[src/rtl/spi_acc_pkg.sv]
package spi_acc_pkg;

    localparam int ADDR_W    = 7;
    localparam int DATA_W    = 8;
    localparam int HSTAT_W   = ADDR_W - 1;
    localparam int FRAME_LEN = 1 + ADDR_W + DATA_W;
    localparam int CNT_W     = $clog2(FRAME_LEN + 2);
    localparam int CNT_SAT   = FRAME_LEN + 1;
    localparam int SYNC_LEN  = 2;
    // cycles from write strobe to read-byte capture (register file writes one cycle late)
    localparam int RD_LAT    = 2;

    typedef struct packed {
        logic              we;
        logic [ADDR_W-1:0] addr;
        logic [DATA_W-1:0] data;
    } frame_t;

    typedef struct packed {
        logic               ferr;
        logic [HSTAT_W-1:0] host;
        logic               pad;
        logic [DATA_W-1:0]  rd;
    } reply_t;

    typedef enum logic [0:0] {
        LINK_IDLE   = 1'b0,
        LINK_ACTIVE = 1'b1
    } link_state_e;

    function automatic reply_t build_reply(input logic ferr,
                                           input logic [HSTAT_W-1:0] host,
                                           input logic [DATA_W-1:0] rd);
        reply_t r;
        r.ferr = ferr;
        r.host = host;
        r.pad  = 1'b0;
        r.rd   = rd;
        return r;
    endfunction

endpackage

[src/rtl/spi_acc_sync.sv]
module spi_acc_sync #(
    parameter int               WIDTH     = 1,
    parameter int               STAGES    = 2,
    parameter logic [WIDTH-1:0] RESET_VAL = '0
) (
    input  logic             clk,
    input  logic             rst,
    input  logic [WIDTH-1:0] d_in,
    output logic [WIDTH-1:0] d_out
);
    logic [STAGES-1:0][WIDTH-1:0] pipe;

    generate
        if (STAGES == 1) begin : g_single
            always_ff @(posedge clk) begin
                if (rst) pipe <= RESET_VAL;
                else     pipe <= d_in;
            end
        end else begin : g_chain
            always_ff @(posedge clk) begin
                if (rst) pipe <= {STAGES{RESET_VAL}};
                else     pipe <= {pipe[STAGES-2:0], d_in};
            end
        end
    endgenerate

    assign d_out = pipe[STAGES-1];
endmodule

[src/rtl/spi_acc_rx.sv]
module spi_acc_rx
    import spi_acc_pkg::*;
(
    input  logic   clk,
    input  logic   rst,
    input  logic   sel_start,
    input  logic   sel_end,
    input  logic   bit_strobe,
    input  logic   bit_val,
    output logic   frame_ok,
    output logic   frame_bad,
    output frame_t frame_q
);
    logic [FRAME_LEN-1:0] shreg;
    logic [CNT_W-1:0]     cnt;
    link_state_e          st;

    always_ff @(posedge clk) begin
        if (rst) begin
            shreg     <= '0;
            cnt       <= '0;
            st        <= LINK_IDLE;
            frame_ok  <= 1'b0;
            frame_bad <= 1'b0;
        end else begin
            frame_ok  <= 1'b0;
            frame_bad <= 1'b0;
            case (st)
                LINK_IDLE: begin
                    if (sel_start) begin
                        cnt <= '0;
                        st  <= LINK_ACTIVE;
                    end
                end
                default: begin
                    if (sel_end) begin
                        st <= LINK_IDLE;
                        if (cnt == CNT_W'(FRAME_LEN)) frame_ok  <= 1'b1;
                        else                          frame_bad <= 1'b1;
                    end else if (bit_strobe) begin
                        shreg <= {shreg[FRAME_LEN-2:0], bit_val};
                        if (cnt != CNT_W'(CNT_SAT)) cnt <= cnt + 1'b1;
                    end
                end
            endcase
        end
    end

    assign frame_q = frame_t'(shreg);
endmodule

[src/rtl/spi_acc_tx.sv]
module spi_acc_tx
    import spi_acc_pkg::*;
(
    input  logic   clk,
    input  logic   rst,
    input  logic   load,
    input  logic   advance,
    input  reply_t word,
    output logic   so_bit
);
    localparam int TX_W = $bits(reply_t);

    logic [TX_W-1:0] shreg;

    always_ff @(posedge clk) begin
        if (rst)          shreg <= '0;
        else if (load)    shreg <= word;
        else if (advance) shreg <= {shreg[TX_W-2:0], 1'b0};
    end

    assign so_bit = shreg[TX_W-1];
endmodule

[src/rtl/spi_reg_slave.sv]
module spi_reg_slave
    import spi_acc_pkg::*;
(
    input  logic               clk,
    input  logic               rst,
    input  logic               csb_n,
    input  logic               sclk,
    input  logic               si,
    output logic               so_data,
    output logic               so_oe,
    output logic [ADDR_W-1:0]  reg_addr,
    output logic [DATA_W-1:0]  reg_wdata,
    output logic               reg_we,
    input  logic [DATA_W-1:0]  reg_rdata,
    input  logic [HSTAT_W-1:0] host_status
);
    logic [2:0] raw_in, sync_out;
    logic       csb_s, sclk_s, si_s;
    logic       csb_d, sclk_d;
    logic       sel_start, sel_end, clk_rise, clk_fall;
    logic       frame_ok, frame_bad;
    frame_t     frame_q;
    logic       ferr;
    logic [RD_LAT-1:0] cap_pipe;
    logic [DATA_W-1:0] rd_hold;
    reply_t     reply;

    assign raw_in = {csb_n, sclk, si};

    spi_acc_sync #(
        .WIDTH    (3),
        .STAGES   (SYNC_LEN),
        .RESET_VAL(3'b100)
    ) u_sync (
        .clk  (clk),
        .rst  (rst),
        .d_in (raw_in),
        .d_out(sync_out)
    );

    assign {csb_s, sclk_s, si_s} = sync_out;

    always_ff @(posedge clk) begin
        if (rst) begin
            csb_d  <= 1'b1;
            sclk_d <= 1'b0;
        end else begin
            csb_d  <= csb_s;
            sclk_d <= sclk_s;
        end
    end

    assign sel_start = csb_d & ~csb_s;
    assign sel_end   = ~csb_d & csb_s;
    assign clk_rise  = ~sclk_d & sclk_s & ~csb_s;
    assign clk_fall  = sclk_d & ~sclk_s & ~csb_s;

    spi_acc_rx u_rx (
        .clk       (clk),
        .rst       (rst),
        .sel_start (sel_start),
        .sel_end   (sel_end),
        .bit_strobe(clk_rise),
        .bit_val   (si_s),
        .frame_ok  (frame_ok),
        .frame_bad (frame_bad),
        .frame_q   (frame_q)
    );

    always_ff @(posedge clk) begin
        if (rst) begin
            reg_addr  <= '0;
            reg_wdata <= '0;
            reg_we    <= 1'b0;
            ferr      <= 1'b0;
            cap_pipe  <= '0;
            rd_hold   <= '0;
        end else begin
            reg_we   <= 1'b0;
            cap_pipe <= {cap_pipe[RD_LAT-2:0], frame_ok};
            if (frame_ok) begin
                reg_addr  <= frame_q.addr;
                reg_wdata <= frame_q.data;
                reg_we    <= frame_q.we;
                ferr      <= 1'b0;
            end else if (frame_bad) begin
                ferr <= 1'b1;
            end
            if (cap_pipe[RD_LAT-1]) rd_hold <= reg_rdata;
        end
    end

    assign reply = build_reply(ferr, host_status, rd_hold);

    spi_acc_tx u_tx (
        .clk    (clk),
        .rst    (rst),
        .load   (sel_start),
        .advance(clk_fall),
        .word   (reply),
        .so_bit (so_data)
    );

    assign so_oe = ~csb_s;
endmodule

[config.mk]
export PLATFORM = sky130hd
export DESIGN_NAME = spi_reg_slave
export DESIGN_NICKNAME = d
export VERILOG_FILES = /design/src/rtl/spi_acc_pkg.sv /design/src/rtl/spi_acc_sync.sv /design/src/rtl/spi_acc_rx.sv /design/src/rtl/spi_acc_tx.sv /design/src/rtl/spi_reg_slave.sv
export SDC_FILE = /design/constraint.sdc
export NUM_CORES = 1
export LEC_CHECK = 0
export BUFFER_PORTS_ARGS = -buffer_cell sky130_fd_sc_hd__buf_2
export CAP_MARGIN = 20
export CORE_MARGIN = 5
export CORE_UTILIZATION = 51
export DETAILED_ROUTE_END_ITERATION = 10
export GPL_TIMING_DRIVEN = 0
export PLACE_DENSITY = 0.75
export SLEW_MARGIN = 40
export SYNTH_ARGS = -nofsm -noshare
export SYNTH_HDL_FRONTEND = slang
export SYNTH_SLANG_ARGS = --single-unit
[constraint.sdc]
create_clock -name clk -period 1.4 [get_ports clk]
set_clock_uncertainty 0.05 [all_clocks]
set_input_delay 0 -clock clk [delete_from_list [all_inputs] [get_ports clk]]
set_output_delay 0 -clock clk [all_outputs]
set_load 0.02 [all_outputs]
==> metrics.txt <==
Bufs on Longest Clock Path 2; Initial Util 52.15%; post-synthesis net count 314; Die Y 84.81 µm; Nets 381; io pins 37; Synth area leader dfxtp_1; Non-Filler Instances 435; Hold Vio Cnt, Final 0; Finish-stage setup viols 0; FP Rows 27; cells after synthesis 292; max cap viols 0; Synth Register Bits 75; TritonCTS clock tree done; Worst Setup SP u_sync.d_out[1]; HP Class input port to flop; routability cong. 0.7961; CP Capture Point u_tx.shreg[11]; crit-path max FO 5; Max transition margin 65.74%; Core ar. 5473 µm²; full die area 7192 µm²; htree depth 3; fmax 725.8 MHz; clock latency on the worst-skew pair 0.34 ns; antenna-violating nets left 0; Antenna Cells 0; kind of end point of the critical path flop; Chip Width 84.81 µm; hold_ws 0.003496 ns; Slew Limit Fails 0; Yosys warnings 0; most common cell after layout, fill and taps aside dfxtp_1; sequential element share of the synthesized area 52.61%; vias in the first global route 2155; R2R depth 5; largest net degree at the start of global routing 12; most frequent cells in the layout 69 x dfxtp_1, 40 x nor2_1, 38 x buf_2, 36 x mux2i_1, 33 x nand2_1; PnR worst setup slack 0.02219 ns; VDD IR max 0.7631 mV; Iter 0 DRT Violations 145; type of origin of the critical path flop; DR vias 2244; Core Util, Final 66.16%; P&R area growth vs syn 26.87%; first-pass GRT wire length 10.09 mm; CTS root buffer clkbuf_8; Crit path required time 1.56 ns; Total GRT Usage 17.72%; leakage power 1.346 nW; Reg2Reg Launch Point u_sync.d_out[1]; Yosys top cell area share 52.61%; TritonCTS buffer count 9; drt first pass iters 4; Unique masters post-synth 34; pre-CTS setup slack -0.06541 ns; DRC errors left 0; largest cells by area after synthesis dfxtp_1 53%, mux2i_1 13%, nor2_1 5.3%; initial antenna violation count 0; post-synthesis average cell area 9.774 µm²; Setup Crit Path Kind flop to flop; proportion of layout cells with a drive suffix above 1 24.52%; Via density 5.159; period utilisation layout 98.41%; DR WL/cell 14.22 µm; worst flop-to-flop path endpoint u_tx.shreg[11]; Total Wirelength 6.187 mm; Synth Cell Area 2854 µm²; placed cells 399; status complete, no violations; r2r setup slk 0.02 ns; WP data arrival 1.54 ns; unrepaired setup endpoints after global routing yes; PwrDens 1073 nW/µm²; GR Overflow Total 0; Tmin final 1.378 ns; FILL cells 468; clk sinks 75; placed wire-length estimate 4.074 mm; Reg clk slew, reported paths 0.07 ns; Port Buffers 35; Worst Tran Pin Value 0.5140 ns
sequential cells by signal (all words and copies together) (netlist names):
name / count
u_rx.frame_q: 16
u_tx.shreg: 16
rd_hold: 8
reg_wdata: 8
reg_addr: 7
u_rx.cnt: 5
u_sync.d_out: 3
u_sync.pipe: 3
cap_pipe: 2
csb_d: 1
ferr: 1
reg_we: 1
sclk_d: 1
u_rx.frame_bad: 1
u_rx.frame_ok: 1
u_rx.st: 1
synth_stat cells:
cell and count:
nor2_1 40, a311oi_1 2, nand2b_1 1, nand3_1 4
nand4b_1 2, buf_12 1, o21ai_0 2, nand4bb_1 2
buf_2 7, and2b_2 1, clkbuf_1 11, inv_1 4
mux2i_1 38, nand4_1 1, nor3_1 2, and2_1 1
dfxtp_1 75, a21oi_1 20, o21ai_1 3, a41oi_1 2
o221ai_1 2, a211oi_1 14, a311oi_2 1, a31oi_1 2
ha_1 3, buf_4 3, nand3b_1 1, nand2_1 33
or2_2 3, and4bb_2 1, and4bb_1 1, nor3b_2 1
nor2b_1 7, buf_6 1
per-stage QoR:
stage	cell area, µm²	TNS (ns)	total power, mW
after global routing	3621	-0.1462	4.054
after global placement	3119	-0.008071	2.373
after CTS	3505	0	3.915
after floorplan	2854	0	2.320
after detailed placement	3119	-0.3594	2.380
final	3621	0	3.886
worst max-delay path, stage by stage, from the launching register on:
cell,delay [ns]
dfxtp_4,0.37
nor3b_4,0.23
buf_6,0.16
buf_12,0.12
mux2i_1,0.23
a211oi_2,0.09
layer usage:
metal | wire length, µm | vias up | track usage [%]
met3 | 260 | 13 | 5.888
met4 | 97 | 0 | 6.043
met2 | 3030 | 43 | 29.68
met5 | 0 | - | 0
met1 | 2799 | 1049 | 21.29
li1 | - | 1139 | -
final cells by class:
| class | instances | area [µm²] | area share, % |
|---|---|---|---|
| buffer | 21 | 145.1 | 4.008 |
| timing repair buffer | 58 | 420.4 | 11.61 |
| tap | 72 | 90.09 | 2.488 |
| inverter | 4 | 15.01 | 0.4147 |
| clock buffer | 13 | 168.9 | 4.665 |
| clock inverter | 2 | 10.01 | 0.2764 |
| sequential | 75 | 1514 | 41.81 |
| multi-input combinational | 190 | 1257 | 34.73 |
cells by family after synthesis:
family          count (synthesis)  share of synthesized area (%)
simple gates                  101                          16.79
flops                          75                          52.61
compound gates                 48                          10.87
mux                            38                          13.33
buf+inv                        27                          5.085
fa+ha+maj                       3                          1.315
power by group:
group	total [mW]	internal, mW	switching, mW
Clock	1.50	0.774	0.725
Combinational	0.202	0.104	0.0984
Sequential	2.18	2.16	0.0217
Total	3.89	3.04	0.846
worst min-delay path by stage:
stage	slack, ns	from	cells past startpoint	to
after floorplan	0.05	csb_n	1	u_sync.pipe[2]
after global placement	0.13	csb_n	2	u_sync.pipe[2]
after detailed placement	0.14	csb_n	2	u_sync.pipe[2]
after CTS	0.001	rst	2	u_sync.pipe[1]
after global routing	0.05	rst	2	u_sync.pipe[1]
final	0.003	rst	2	u_sync.pipe[1]
what timing repair did:
item,CTS,global route
buffers inserted,2,3
hold buffers,17,0
resized for setup,5,22
endpoints found under the hold margin,17,0
gates cloned,0,1
setup endpoints to repair,23,38
pin swaps,1,12
No activity file was read; power rests on OpenSTA's default activity.
